### src/rtl/adc_pscl_pkg.sv
package adc_pscl_pkg;

  localparam int NUM_SRC   = 4;
  localparam int SRC_W     = $clog2(NUM_SRC);
  localparam int PRE_W     = 2;
  localparam int DIV_W     = 3;
  localparam int PRE_MAX   = 64;
  localparam int PRE_CNT_W = $clog2(PRE_MAX);

  typedef struct packed {
    logic [SRC_W-1:0] src;
    logic [PRE_W-1:0] pre;
    logic [DIV_W-1:0] div;
  } pscl_cfg_t;

  // coarse ratio for a predivide code
  function automatic int unsigned pre_ratio(input logic [PRE_W-1:0] code);
    case (code)
      2'd0:    pre_ratio = 1;
      2'd1:    pre_ratio = 4;
      2'd2:    pre_ratio = 32;
      default: pre_ratio = 64;
    endcase
  endfunction

endpackage

### src/rtl/pscl_cfg_lock.sv
module pscl_cfg_lock
  import adc_pscl_pkg::*;
(
  input  logic      clk,
  input  logic      rst,
  input  logic      conv_en,
  input  pscl_cfg_t cfg_in,
  output pscl_cfg_t cfg_q,
  output logic      chg
);

  // a load that alters the held settings
  assign chg = !conv_en && (cfg_in != cfg_q);

  always_ff @(posedge clk) begin
    if (rst) begin
      cfg_q <= '0;
    end else if (!conv_en) begin
      cfg_q <= cfg_in;
    end
  end

endmodule

### src/rtl/pscl_tick_sel.sv
module pscl_tick_sel #(
  parameter int NSRC  = 4,
  parameter int SEL_W = $clog2(NSRC)
) (
  input  logic [NSRC-1:0]  ticks,
  input  logic [SEL_W-1:0] sel,
  output logic             tick
);

  logic [NSRC-1:0] hit;

  for (genvar k = 0; k < NSRC; k++) begin : g_src
    assign hit[k] = ticks[k] && (sel == SEL_W'(k));
  end

  assign tick = |hit;

endmodule

### src/rtl/pscl_pre_div.sv
module pscl_pre_div
  import adc_pscl_pkg::*;
#(
  parameter int CODE_W = PRE_W,
  parameter int CNT_W  = PRE_CNT_W
) (
  input  logic              clk,
  input  logic              rst,
  input  logic              clr,
  input  logic              tick_in,
  input  logic [CODE_W-1:0] code,
  output logic              tick_out,
  output logic [CNT_W-1:0]  cnt_o
);

  logic [CNT_W-1:0] cnt;
  logic [CNT_W-1:0] lim;

  assign lim      = CNT_W'(pre_ratio(code) - 1);
  assign tick_out = tick_in && (cnt == lim);
  assign cnt_o    = cnt;

  always_ff @(posedge clk) begin
    if (rst || clr) begin
      cnt <= '0;
    end else if (tick_in) begin
      cnt <= (cnt == lim) ? '0 : cnt + 1'b1;
    end
  end

endmodule

### src/rtl/pscl_fine_div.sv
module pscl_fine_div #(
  parameter int DW = 3
) (
  input  logic          clk,
  input  logic          rst,
  input  logic          clr,
  input  logic          tick_in,
  input  logic [DW-1:0] code,
  output logic          fire,
  output logic [DW-1:0] cnt_o
);

  logic [DW-1:0] cnt;

  assign fire  = tick_in && (cnt == code);
  assign cnt_o = cnt;

  always_ff @(posedge clk) begin
    if (rst || clr) begin
      cnt <= '0;
    end else if (tick_in) begin
      cnt <= (cnt == code) ? '0 : cnt + 1'b1;
    end
  end

endmodule

### src/rtl/adc_clk_prescaler.sv
module adc_clk_prescaler
  import adc_pscl_pkg::*;
(
  input  logic               clk,
  input  logic               rst,
  input  logic [NUM_SRC-1:0] src_tick_i,
  input  logic [SRC_W-1:0]   src_sel_i,
  input  logic [PRE_W-1:0]   pre_code_i,
  input  logic [DIV_W-1:0]   div_code_i,
  input  logic               conv_en_i,
  output logic               conv_tick_o
);

  pscl_cfg_t             cfg_in;
  pscl_cfg_t             cfg_q;
  logic                  chg;
  logic                  sel_tick;
  logic                  cnt_tick;
  logic                  pre_tick;
  logic                  fire;
  logic [PRE_CNT_W-1:0]  pre_cnt;
  logic [DIV_W-1:0]      div_cnt;

  assign cfg_in = '{src: src_sel_i, pre: pre_code_i, div: div_code_i};

  pscl_cfg_lock u_lock (
    .clk     (clk),
    .rst     (rst),
    .conv_en (conv_en_i),
    .cfg_in  (cfg_in),
    .cfg_q   (cfg_q),
    .chg     (chg)
  );

  pscl_tick_sel #(.NSRC(NUM_SRC), .SEL_W(SRC_W)) u_sel (
    .ticks (src_tick_i),
    .sel   (cfg_q.src),
    .tick  (sel_tick)
  );

  // a tick coinciding with a settings change is dropped
  assign cnt_tick = sel_tick && !chg;

  pscl_pre_div #(.CODE_W(PRE_W), .CNT_W(PRE_CNT_W)) u_pre (
    .clk      (clk),
    .rst      (rst),
    .clr      (chg),
    .tick_in  (cnt_tick),
    .code     (cfg_q.pre),
    .tick_out (pre_tick),
    .cnt_o    (pre_cnt)
  );

  pscl_fine_div #(.DW(DIV_W)) u_fine (
    .clk     (clk),
    .rst     (rst),
    .clr     (chg),
    .tick_in (pre_tick),
    .code    (cfg_q.div),
    .fire    (fire),
    .cnt_o   (div_cnt)
  );

  always_ff @(posedge clk) begin
    if (rst) begin
      conv_tick_o <= 1'b0;
    end else begin
      conv_tick_o <= fire;
    end
  end

endmodule

### config.mk
export PLATFORM = sky130hd
export DESIGN_NAME = adc_clk_prescaler
export DESIGN_NICKNAME = d
export VERILOG_FILES = /design/src/rtl/adc_pscl_pkg.sv /design/src/rtl/pscl_cfg_lock.sv /design/src/rtl/pscl_tick_sel.sv /design/src/rtl/pscl_pre_div.sv /design/src/rtl/pscl_fine_div.sv /design/src/rtl/adc_clk_prescaler.sv
export SDC_FILE = /design/constraint.sdc
export NUM_CORES = 1
export LEC_CHECK = 0
export BUFFER_PORTS_ARGS = -buffer_cell sky130_fd_sc_hd__buf_2
export CAP_MARGIN = 20
export CORE_MARGIN = 2
export CORE_UTILIZATION = 50
export CTS_CLUSTER_DIAMETER = 150
export DETAILED_ROUTE_END_ITERATION = 16
export GPL_TIMING_DRIVEN = 1
export HOLD_SLACK_MARGIN = 0.05
export PLACE_DENSITY = 0.68
export SLEW_MARGIN = 30
export SYNTH_ARGS = -nofsm -noshare
export SYNTH_HDL_FRONTEND = slang
export SYNTH_SLANG_ARGS = --single-unit
### constraint.sdc
create_clock -name clk -period 2.2 [get_ports clk]
set_input_delay 0.11 -clock clk [delete_from_list [all_inputs] [get_ports clk]]
set_output_delay 0.11 -clock clk [all_outputs]
set_load 0.05 [all_outputs]
Word level (Yosys, flattened, before mapping)
Index checks and enable logic that the tools add are counted.

$add $sub $neg: 3. Equal/unequal tests: 8. Mux-type cells: 3. Reduce and logical (&&, ||, !) cells: 14.

Operators by type and width (count): $pmux W6 S3 (1); $logic_and A1 B1 Y1 (8); $ne A7 B7 Y1 (1); $add A6 B1 Y6 const B (1); $eq A2 B2 Y1 const B (3); $eq A6 B6 Y1 (1); $mux W6 (1); $sub A6 B1 Y6 const B (1); $eq A2 B1 Y1 const B (2); $logic_not A2 Y1 (2); $reduce_or A4 Y1 (1); $add A3 B1 Y3 const B (1); $eq A3 B3 Y1 (1); $mux W3 (1); $logic_not A1 Y1 (2); $logic_or A1 B1 Y1 (1).

Flip-flop bits (word level): 17. Input port bits: 14. Output and inout bits: 1. Word-level logic and storage cells: 34.

Depth between registers and ports, before layout
Depth in word-level cells: 6. Depth in mapped cells: 6. Mapped depth without buffers: 6.

Hierarchy
Synthesis repeated with hierarchy kept, for this count alone.

Cells, all modules: 98. Area, all modules: 964.7 µm².

Modules (own cells, without submodules): pscl_pre_div (instances 1, cells an instance 37, area each 365.4 µm², seq. area each 120.1 µm²); pscl_cfg_lock (instances 1, cells an instance 31, area each 317.8 µm², seq. area each 140.1 µm²); pscl_fine_div (instances 1, cells an instance 26, area each 211.5 µm², seq. area each 60.1 µm²); adc_clk_prescaler (instances 1, cells an instance 3, area each 47.5 µm², seq. area each 20.0 µm²); pscl_tick_sel (instances 1, cells an instance 1, area each 22.5 µm², seq. area each 0.0 µm²).

Least setup slack after synthesis
OpenSTA, ideal clock, no wires.

Path kind: register to register. From: register u_lock.cfg_q[3] (netlist name). To: register u_pre.cnt[0], in the netlist u_pre.cnt_o[0]. Library setup time: 0.071 ns. Arrival: 1.909 ns. Data required time: 2.129 ns. Path slack: 0.220 ns. Stages on the path, launching flop included: 7. Buffers on the path: 0. Period minus slack after synthesis: 1.980 ns. Cells stage by stage: dfxtp_1 -> or2_2 -> ha_1 -> and3_1 -> o221a_4 -> or4_1 -> a21oi_1.

Word-level cells in the longest chain between the ends: 5. Elaborated cells between the ends (all ways): 12. Classes of those cells: add/sub: 1; eq/ne: 4; mux: 2; reduce/logical: 5.

Ends and longest elaborated chain: $eq A2 B2 Y1, or another cell as far along (RTL line adc_pscl_pkg.sv:18) `case (code)`; $pmux W6 S3 (RTL line adc_pscl_pkg.sv:18); $sub A6 B1 Y6 (RTL line pscl_pre_div.sv:19) `assign lim = CNT_W'(pre_ratio(code) - 1);`; $eq A6 B6 Y1 (RTL line pscl_pre_div.sv:27) `cnt <= (cnt == lim) ? '0 : cnt + 1'b1;`; $mux W6 (RTL line pscl_pre_div.sv:27); end signal, assigned (RTL line pscl_pre_div.sv:27); end, declared (RTL line pscl_pre_div.sv:16) `logic [CNT_W-1:0] cnt;`.

Parallel ways exist; a longest one is shown, timed or not. A chain may end at the register's enable or synchronous reset.

Final worst setup path
From: register u_lock.cfg_q[4] (netlist name). To: register u_pre.cnt[0], in the netlist u_pre.cnt_o[0].

Word-level cells in the longest chain between the ends: 5. Elaborated cells between the ends (all ways): 12. Classes of those cells: add/sub: 1; eq/ne: 4; mux: 2; reduce/logical: 5.

Ends and longest elaborated chain (RTL line): $eq A2 B2 Y1, or another cell as far along (adc_pscl_pkg.sv:18); $pmux W6 S3 (adc_pscl_pkg.sv:18); $sub A6 B1 Y6 (pscl_pre_div.sv:19); $eq A6 B6 Y1 (pscl_pre_div.sv:27); $mux W6 (pscl_pre_div.sv:27).

Parallel ways exist; a longest one is shown, timed or not.

==> flow_metrics.env <==
export IMPL_status="finished, final reports clean"
export IMPL_post_dp_hpwl_mm=1.696
export IMPL_worst_path_max_delay_cell="or4_1"
export IMPL_grt_max_degree=10
export IMPL_slew_headroom_pct=68.56
export IMPL_vdd_drop_max_mv=0.4111
export IMPL_synth_edf_count=0
export IMPL_start_util_pct=52.55
export IMPL_antenna_found_initial=0
export IMPL_postSynthCellCount=112
export IMPL_p_per_area_nw_per_um2=549.7
export IMPL_final_cells=156
export IMPL_fin_util_pct=59.95
export IMPL_overflow=0
export IMPL_synth_cell_types=40
export IMPL_avgSynthCellArea_um2=9.205
export IMPL_p_leak_uw=0.0004922
export IMPL_reg2reg_setup_slack_ns=0.08
export IMPL_nNetsFinal=147
export IMPL_path_class="reg -> reg"
export IMPL_synth_seq_area_share_pct=33.01
export IMPL_clk_path_buf_depth=2
export IMPL_period_share_pct=96.57
export IMPL_grt_first_pass_wirelength_mm=3.953
export IMPL_yosys_area_top_type="dfxtp_1"
export IMPL_crit_chain="or2_2, ha_1, and3_1, o221a_4, or4_1, a21oi_1"
export IMPL_slew_viol_final=0
export IMPL_cp_end_kind="register"
export IMPL_mostFrequentLayoutCell="dfxtp_1"
export IMPL_io_pins=15
export IMPL_design_area_um2=1176
export IMPL_grt_pass1_vias=917
export IMPL_most_common_layout_cells="dfxtp_1 (16), buf_2 (14), mux2i_1 (10), xor2_1 (10), nor2_1 (9)"
export IMPL_setup_viol=0
export IMPL_hold_violations=0
export IMPL_synthArstFlopShare_pct=0
export IMPL_cap_viol_max_count=0
export IMPL_worstPathMaxFanout=7
export IMPL_num_rows=16
export IMPL_hold_ws_ns=0.06294
export IMPL_h_tree_depth=1
export IMPL_cp_slowest_stage_delay_ns=0.46
export IMPL_syn_num_nets=129
export IMPL_first_pass_iters=4
export IMPL_yosys_warnings=0
export IMPL_n_antenna_cell=0
export IMPL_place_inst=152
export IMPL_gp_congestion=0.7979
export IMPL_fin_skew_ns=0.007852
export IMPL_clk_pin_slew_ns=0.10
export IMPL_min_path_type="in -> reg"
export IMPL_max_freq_ghz=0.4707
export IMPL_crit_required_ns=2.43
export IMPL_drcViolationCount=0
export IMPL_clk_latency_ns=0.30
export IMPL_ctsHoldBuffers=0
export IMPL_startpoint_type="register"
export IMPL_vias=918
export IMPL_syn_to_final_growth_pct=14.08
export IMPL_arrival_ns=2.35
export IMPL_rsz0062_at_grt="no"
export IMPL_die_x_um=49.41
export IMPL_nFillCells=195
export IMPL_track_usage_pct=21.20
export IMPL_syn_area_um2=1031
export IMPL_setup_tns_ns=0
export IMPL_die_h_um=49.41
export IMPL_synthFlopType="dfxtp_1"
export IMPL_tightest_slew_ns=0.4680
export IMPL_cts_tree="built"
export IMPL_cts_made_buffers=3
export IMPL_cts_sinks=17
export IMPL_synth_area_leaders="dfxtp_1 (33%), mux2i_1 (9.7%), xor2_1 (8.5%)"
export IMPL_ys_ff_latch=17
export IMPL_drtAntennaViolNets=0
export IMPL_placed_area_um2=1137
export IMPL_finalCriticalPeriod_ns=2.125
export IMPL_wl_per_cell_um=13.98
export IMPL_drt_total_wl_mm=2.181
export IMPL_io_buffers=14
export IMPL_drtIter0Drc=15
export IMPL_cts_root_buf="clkbuf_4"
export IMPL_synth_top_area_share_pct=33.01
export IMPL_die_area_um2=2441
export IMPL_fp_coreArea_um2=1962
export IMPL_drive_gt1_share_pct=20.93
export IMPL_viasPerCell=5.885
routing by layer:
layer	vias to the layer above	track usage [%]	routed length, µm
met2	8	35.14	1002
met3	5	2.761	32
met5	-	0	0
met1	438	26.72	1087
li1	467	-	-
met4	0	11.11	59
critical path: cells and delay by family, from the launching register on:
family / cells / cell delay (ns)
AO/OA/AOI/OAI: 2 / 0.47
AND/OR/NAND/NOR: 3 / 0.98
adder cells (fa/ha/maj): 1 / 0.21
flip-flops: 1 / 0.38
logic make-up after synthesis:
logic type / after synthesis / share of synthesized area, %
DFF: 17 / 33.01
and+or+nand+nor: 40 / 21.00
muxes: 11 / 10.80
buffers and inverters: 4 / 1.576
xor gates and xnor gates: 12 / 10.19
AOI/OAI and AO/OA: 25 / 19.78
adders and majority gates: 3 / 3.641
Yosys cell counts, types with 2 or more instances:
library cell / count
xnor2_1: 2
o21ai_0: 4
nor3_1: 2
xor2_1: 10
mux2i_1: 10
nor4_1: 2
dfxtp_1: 17
o31ai_1: 3
ha_1: 3
nor2_1: 9
nand4_1: 4
nand2_1: 5
or4_1: 3
a21oi_1: 6
nand3_1: 7
layout make-up:
class	count	area [µm²]	share of cell area, %
Clock buffer	4	26.28	2.234
Inverter	1	3.754	0.3191
Multi-Input combinational cell	91	685.7	58.30
Sequential cell	17	341.6	29.04
Tap cell	27	33.78	2.872
Timing Repair Buffer	16	85.08	7.234
worst paths after layout:
path              cells past startpoint                            to                         start
hold / removal                        3  u_lock.cfg_q[5]$_SDFFE_PP0N_                  src_sel_i[0]
setup reg to reg                      6   u_pre.cnt_o[0]$_SDFFE_PP0N_  u_lock.cfg_q[4]$_SDFFE_PP0N_
hold reg to reg                       2  u_fine.cnt_o[2]$_SDFFE_PP0P_  u_fine.cnt_o[2]$_SDFFE_PP0P_
setup / recovery                      6   u_pre.cnt_o[0]$_SDFFE_PP0N_  u_lock.cfg_q[4]$_SDFFE_PP0N_
per-stage QoR:
| step | total power, µW | setup slack [ns] |
|---|---|---|
| 2_1_floorplan | 436.2 | 0.2203 |
| 3_3_place_gp | 471.0 | 0.1794 |
| 3_5_place_dp | 475.5 | 0.1245 |
| 4_1_cts | 647.9 | 0.09127 |
| 5_1_grt | 685.9 | 0.01296 |
| 6_report | 646.6 | 0.07546 |
where the power goes:
| group | internal, µW | leakage, µW | switching (µW) |
|---|---|---|---|
| registers | 317 | 0.000139 | 12.1 |
| clock network | 70.8 | 0.0000150 | 102 |
| logic | 62.0 | 0.000338 | 82.3 |
state kept, by name (all words and copies together) (netlist names):
signal        cells
conv_tick_o       1
u_fine.cnt_o      3
u_lock.cfg_q      7
u_pre.cnt_o       6
what timing repair did:
action	in CTS	in global routing
setup buffers	0	0
gates resized for setup	0	2
setup endpoints to repair	0	3
No activity file was read; power rests on OpenSTA's default activity.
